### src/rtl/gpio_mask_bank.sv
module gpio_mask_bank #(
  parameter int NPINS = 8,
  parameter int AW    = 12
) (
  input  logic             clk,
  input  logic             rst_n,
  input  logic             psel,
  input  logic             penable,
  input  logic             pwrite,
  input  logic [AW-1:0]    paddr,
  input  logic [NPINS-1:0] pwdata,
  output logic [NPINS-1:0] prdata,
  input  logic [NPINS-1:0] pin_in,
  output logic [NPINS-1:0] pin_oe,
  output logic [NPINS-1:0] pin_out,
  output logic [NPINS-1:0] pin_sync
);
  localparam int          MLO     = 2;
  localparam int          MHI     = NPINS + MLO - 1;
  localparam logic [AW:0] DIR_OFS = (AW+1)'(1) << (NPINS + MLO);

  logic [NPINS-1:0] dir_q, out_q, s1_q, s2_q;
  logic [NPINS-1:0] amask, wmask, merged;
  logic             data_sel, dir_sel, wr_en;

  assign amask    = paddr[MHI:MLO];
  assign data_sel = {1'b0, paddr} < DIR_OFS;
  assign dir_sel  = {1'b0, paddr} == DIR_OFS;
  assign wr_en    = psel && penable && pwrite;
  assign wmask    = amask & dir_q;
  assign merged   = (dir_q & out_q) | (~dir_q & s2_q);

  always_ff @(posedge clk or negedge rst_n) begin
    if (!rst_n) begin
      s1_q <= '0;
      s2_q <= '0;
    end else begin
      s1_q <= pin_in;
      s2_q <= s1_q;
    end
  end

  always_ff @(posedge clk or negedge rst_n) begin
    if (!rst_n)
      dir_q <= '0;
    else if (wr_en && dir_sel)
      dir_q <= pwdata;
  end

  always_ff @(posedge clk or negedge rst_n) begin
    if (!rst_n)
      out_q <= '0;
    else if (wr_en && data_sel)
      out_q <= (out_q & ~wmask) | (pwdata & wmask);
  end

  always_comb begin
    prdata = '0;
    if (psel) begin
      if (data_sel)     prdata = merged & amask;
      else if (dir_sel) prdata = dir_q;
    end
  end

  assign pin_oe   = dir_q;
  assign pin_out  = out_q;
  assign pin_sync = s2_q;

  logic [1:0] age_q;
  always_ff @(posedge clk or negedge rst_n) begin
    if (!rst_n)             age_q <= '0;
    else if (age_q != 2'd3) age_q <= age_q + 2'd1;
  end


  masked_bits_hold_chk: assert property (@(posedge clk) disable iff (!rst_n)
    (psel && penable && pwrite) |=>
      ((pin_out ^ $past(pin_out)) & ~$past(paddr[MHI:MLO])) == '0);


  input_pins_hold_chk: assert property (@(posedge clk) disable iff (!rst_n)
    (psel && penable && pwrite) |=>
      ((pin_out ^ $past(pin_out)) & ~$past(pin_oe)) == '0);


  read_mask_zero_chk: assert property (@(posedge clk) disable iff (!rst_n)
    (psel && !pwrite && paddr < AW'(DIR_OFS)) |-> (prdata & ~paddr[MHI:MLO]) == '0);


  sync_latency_chk: assert property (@(posedge clk) disable iff (!rst_n)
    (age_q >= 2'd2) |-> pin_sync == $past(pin_in, 2));


  no_access_no_change_chk: assert property (@(posedge clk) disable iff (!rst_n)
    !(psel && penable && pwrite) |=> ($stable(pin_oe) && $stable(pin_out)));


  dir_only_at_offset_chk: assert property (@(posedge clk) disable iff (!rst_n)
    (psel && penable && pwrite && paddr > AW'(DIR_OFS)) |=> $stable(pin_oe));
endmodule

### config.mk
export PLATFORM = sky130hd
export DESIGN_NAME = gpio_mask_bank
export DESIGN_NICKNAME = d
export VERILOG_FILES = /design/src/rtl/gpio_mask_bank.sv
export SDC_FILE = /design/constraint.sdc
export NUM_CORES = 1
export LEC_CHECK = 0
export BUFFER_PORTS_ARGS = -buffer_cell sky130_fd_sc_hd__buf_2
export CORE_ASPECT_RATIO = 0.6
export CORE_MARGIN = 5
export CORE_UTILIZATION = 25
export DETAILED_ROUTE_END_ITERATION = 6
export PLACE_DENSITY = 0.53
export SYNTH_ARGS = -nofsm -noshare
export SYNTH_HDL_FRONTEND = slang
export SYNTH_SLANG_ARGS = --single-unit
### constraint.sdc
create_clock -name clk -period 2.8 [get_ports clk]
set_input_delay 0.28 -clock clk [delete_from_list [all_inputs] [get_ports clk]]
set_output_delay 0.28 -clock clk [all_outputs]
set_load 0.005 [all_outputs]
==> flow_summary.ini, run 1 <==
[global_route]
grt_remaining_overflow = 0
grt_pass1_vias = 1123
grt_max_degree = 33
grt_usage = 0.107
antenna_found_initial = 0
grt_pass1_wl_um = 5850

[floorplanning]
io_pins = 65
die_x_um = 107
core_um2 = 5520
die_h_um = 68.1
start_util = 0.255
rows = 21
die_area_um2 = 7270

[power]
peakVddDrop_mv = 0.151
p_leak_nw = 0.913
powerDensity_nw_per_um2 = 484

[clocking]
cts-root-buf = clkbuf_8
cts_setup_buffers = 0
cts_resized = 0
cts-hold-fix-buffers = 0
insertion_delay_ns = 0.28
cts_buffer_depth = 2
tritoncts = done
clk_pin_slew_ns = 0.07
htreeDepth = 2
cts_made_buffers = 5
cts_sinks = 32

[sta]
fin_skew_ns = 0.0103
min_period_over_period = 0.654
final-max-slew-violation-count = 0
fmax_mhz = 546
final_hold_viol_count = 0
tns_ns = 0
maxSlewHeadroom = 0.522
setup_viol = 0
worst_slack_ns = 0.969
fin_crit_ns = 1.83
tightest_slew_ns = 0.717
rsz0062_at_grt = false

[placed_design]
place_ws_ns = 0.901
placed_cells_incl_taps = 239
place_congestion = 0.780
post-dp-hpwl_um = 2860
port_buffers = 64

[finish]
fin_nets = 210
post-route-util = 0.342
final_common_cell = buf_2
fin_cells = 247
antennaDiodeCount = 0
layout_common_cells = buf_2, dfrtp_1, mux2_2
drive_above_1_share = 0.534
fillers = 568
area_growth_pct = 34.2

[status]
outcome = complete, no violations

[setup_path]
cp.arrival_ns = 1.55
critPathKind = in2out
critPathMaxFanout = 7
cp.required_ns = 2.52
cp-end-kind = primary output
start_kind = primary input

[drt]
vias_per_cell = 4.36
wirelength_um = 3720
drt-pass1-iter-count = 4
drtIter0Drc = 48
num_vias = 1078
wire_per_inst_um = 15.1
drc_errors = 0
antenna_left = 0

[synth]
synth-seq-cells = 32
syn_nets = 141
ys_warn_count = 0
syn_inst = 108
netlist_area_um2 = 1410
synth.distinct_cells = 20
avgSynthCellArea_um2 = 13.0
ys_seq_area_frac = 0.570

[hold_path]
hold_path_class = in2async

[job]
maxCapViolCount = 0
## cell families after synthesis
family	synth area share
AOI/OAI and AO/OA	0.0303
and+or+nand+nor	0.161
muxes	0.206
buffers and inverters	0.0329
DFF	0.570
## report_power, final
group | switching, mW | leakage, nW | internal, mW
Sequential | 0.00434 | 0.410 | 0.474
Clock | 0.164 | 0.0455 | 0.200
Combinational | 0.0390 | 0.458 | 0.0302
## worst paths after layout
| check | from | endpoint | slack, ns | cells after the start |
|---|---|---|---|---|
| min in group clk | pin_in[7] | s1_q[7] | 0.10 | 1 |
| worst max register to register | pin_oe[6] | register | 1.63 | 3 |
| max in group asynchronous | rst_n | asynchronous set/reset pin | 2.29 | 1 |
| worst max-delay path | paddr[2] | prdata[7] | 0.97 | 5 |
| worst min register to register | s1_q[2] | pin_sync[2] | 0.35 | 0 |
| worst min-delay path | rst_n | pin_oe[0] | 0.05 | 1 |
## through the flow
| stage | power [mW] | area (um2) | hold slack, ns |
|---|---|---|---|
| after global routing | 0.952 | 1890 | 0.0909 |
| after global placement | 0.557 | 1800 | 0.331 |
| after CTS | 0.928 | 1890 | 0.0835 |
| after floorplan | 0.503 | 1410 | -0.0156 |
| final | 0.912 | 1890 | 0.0532 |
| after detailed placement | 0.559 | 1800 | 0.336 |
## final cells by class
class,instances,area (um2),area share
tap,69,86.3,0.0458
sequential,32,801,0.425
inverter,8,30.0,0.0159
multi-input combinational,66,558,0.296
clock buffer,8,90.1,0.0478
timing repair buffer,64,320,0.170
## critical path: stages
cell and delay, ns:
buf_2 0.12, nor4_2 0.36, nand4_1 0.34, o21ai_0 0.30, buf_2 0.16
## layer usage
metal  vias to the layer above  GRT usage  part of all wire  routed length (um)
met2                        38      0.154              0.43                1610
met3                         5     0.0415             0.068                 253
met4                         0     0.0367            0.0091                  34
met5                         -          0                 0                   0
li1                        526          -                 -                   -
met1                       509      0.147              0.49                1820
## synthesized netlist by cell type (all sizes together)
cell | n | area [um2]
inv | 8 | 30.0
nor3 | 8 | 40.0
o21ai | 7 | 35.0
and3 | 1 | 6.26
or2 | 1 | 6.26
nor4b | 1 | 23.8
o211ai | 1 | 7.51
nor4 | 2 | 33.8
buf | 2 | 16.3
nand4 | 4 | 25.0
and4 | 1 | 8.76
dfrtp | 32 | 801
mux2 | 23 | 289
nor3b | 1 | 12.5
nand2 | 8 | 30.0
nand3 | 8 | 40.0
(Power assumes the default switching activity.)
==> inputs of run 2 (changes only) <==
--- a/config.mk
+++ b/config.mk
@@ -10,7 +10,7 @@
 export CORE_MARGIN = 5
 export CORE_UTILIZATION = 25
 export DETAILED_ROUTE_END_ITERATION = 6
-export PLACE_DENSITY = 0.53
+export PLACE_DENSITY = 0.55
 export SYNTH_ARGS = -nofsm -noshare
 export SYNTH_HDL_FRONTEND = slang
 export SYNTH_SLANG_ARGS = --single-unit
==> constraint.sdc (replaced) <==
create_clock -name clk -period 1.5 [get_ports clk]
set_input_delay 0.15 -clock clk [delete_from_list [all_inputs] [get_ports clk]]
set_output_delay 0.15 -clock clk [all_outputs]
set_load 0.005 [all_outputs]
==> run 2 against run 1 <==
Compared with the run above:
- register-to-register slack lost 1.3 ns
- combinational power increased by 140%
- non-clock buffer count increased by 26
- clock power rose by 84%
- worst setup slack worse by 0.90 ns
- via count grew 8.0%
- largest cell class unchanged
==> flow_summary.ini, run 2 (synthesized netlist as in run 1, its figures left out) <==
[hold_path]
hold_path_class = in2reg
holdCritStartpoint = pwdata[6]

[global_route]
gr-usage-met1 = 0.177
grt_use_met2 = 0.142
grt_usage = 0.115
antenna_found_initial = 0
grt.busiest_layer = met1
grt_remaining_overflow = 0
grt_max_degree = 33
use_met3 = 0.0434
grt_pass1_wl_um = 6270
grt_pass1_vias = 1171

[clocking]
cts_sinks = 32
cts-root-buf = clkbuf_8
cts_buffer_depth = 2
clk_pin_slew_ns = 0.07
insertion_delay_ns = 0.28
cts_made_buffers = 5
tritoncts = done
htreeDepth = 2

[power]
pwr-share-seq = 0.516
p_total_mw = 1.73
peakVddDrop_mv = 0.497
switching_share = 0.223
clkPwrFrac = 0.388
p_leak_nw = 1.05
p_switching_mw = 0.387
share_comb_of_total_power = 0.096
internal_power_mw = 1.34
powerDensity_nw_per_um2 = 813

[sta]
fin_crit_ns = 1.43
fin_skew_ns = 0.00470
final_hold_viol_count = 0
final-max-slew-violation-count = 0
min_period_over_period = 0.953
maxSlewHeadroom = 0.730
worst_slack_ns = 0.0711
rsz0062_at_grt = false
setup_viol = 0
tightest_slew_ns = 0.406
fmax_mhz = 700

[setup_path]
critPathMaxFanout = 2
cp.required_ns = 1.35
cp.arrival_ns = 1.28
crit_slowest_cell = dfrtp_1
start_kind = register
r2r_start = pin_oe[2]
cp_top_family = flip-flops
cp-end-kind = primary output
crit_buf_inv = 1
critPathKind = reg2out
critical-path-max-stage-delay_ns = 0.41
worstSetupStartpoint = pin_oe[0]
crit_chain = mux2_4, nand3_1, o21ai_0, buf_2

[floorplanning]
rows = 21
die_area_um2 = 7270
start_util = 0.255
core_um2 = 5520
io_pins = 65
die_h_um = 68.1
die_x_um = 107

[drt]
num_vias = 1164
drt-pass1-iter-count = 4
wirelength_um = 4010
drtIter0Drc = 47
antenna_left = 0
wire_per_inst_um = 14.7
drc_errors = 0
vias_per_cell = 4.26

[finish]
antennaDiodeCount = 0
fin_nets = 236
final_common_cell = buf_2
layout_common_cells = buf_2, dfrtp_1, buf_4, mux2_4
area_growth_pct = 51.5
drive_above_1_share = 0.554

[placed_design]
post-dp-hpwl_um = 3030
port_buffers = 64
place_congestion = 0.742
place_ws_ns = -0.0621

[status]
outcome = complete, no violations

[job]
maxCapViolCount = 0
==> run 2: final cells by class <==
cell class | count | area [um2]
fillers | 558 | 3390
flip-flops and latches | 32 | 802
multi-input cells | 66 | 582
clock buffers | 8 | 90.1
repair buffers | 90 | 538
well taps | 69 | 86.3
inverters | 8 | 30.0
==> run 2: what timing repair did <==
item / 4_1_cts / 5_1_grt
pin swaps: 0 / 2
endpoints found under the setup margin: 4 / 7
buffers inserted: 4 / 4
endpoints found under the hold margin: 40 / 0
hold buffers: 9 / 0
resized for setup: 1 / 11
==> run 2: power groups by stage <==
stage          Clock [mW]  Sequential, mW  Combinational [mW]
2_1_floorplan           0           0.910              0.0294
3_3_place_gp            0           0.909               0.143
3_5_place_dp            0           0.909               0.143
4_1_cts             0.694           0.893               0.165
5_1_grt             0.742           0.895               0.186
6_report            0.670           0.893               0.166
==> run 2: final timing paths <==
kind	end	slack, ns	cells past startpoint
max	prdata[0]	0.07	4
min	pin_oe[6]	0.12	2
max reg2reg	register	0.29	4
min reg2reg	pin_sync[6]	0.34	0
max in group asynchronous	pin_oe[4]	0.75	3
min in group asynchronous	s1_q[0]	0.43	3
==> run 2: per-layer routing <==
| layer | vias up | part of all wire |
|---|---|---|
| li1 | 576 | - |
| met3 | 2 | 0.080 |
| met2 | 48 | 0.36 |
| met5 | - | 0 |
| met1 | 538 | 0.55 |
| met4 | 0 | 0.0042 |
==> run 2: metrics by stage <==
stage	instance area [um2]	setup TNS [ns]	cells	hold slack, ns	util
2_1_floorplan	1410	0	108	-0.146	-
3_3_place_gp	1860	-0.158	248	0.202	0.338
3_5_place_dp	1860	-0.397	248	0.200	0.338
4_1_cts	2080	0	269	0.111	0.377
5_1_grt	2130	0	273	0.112	0.386
6_report	2130	0	273	0.119	0.386
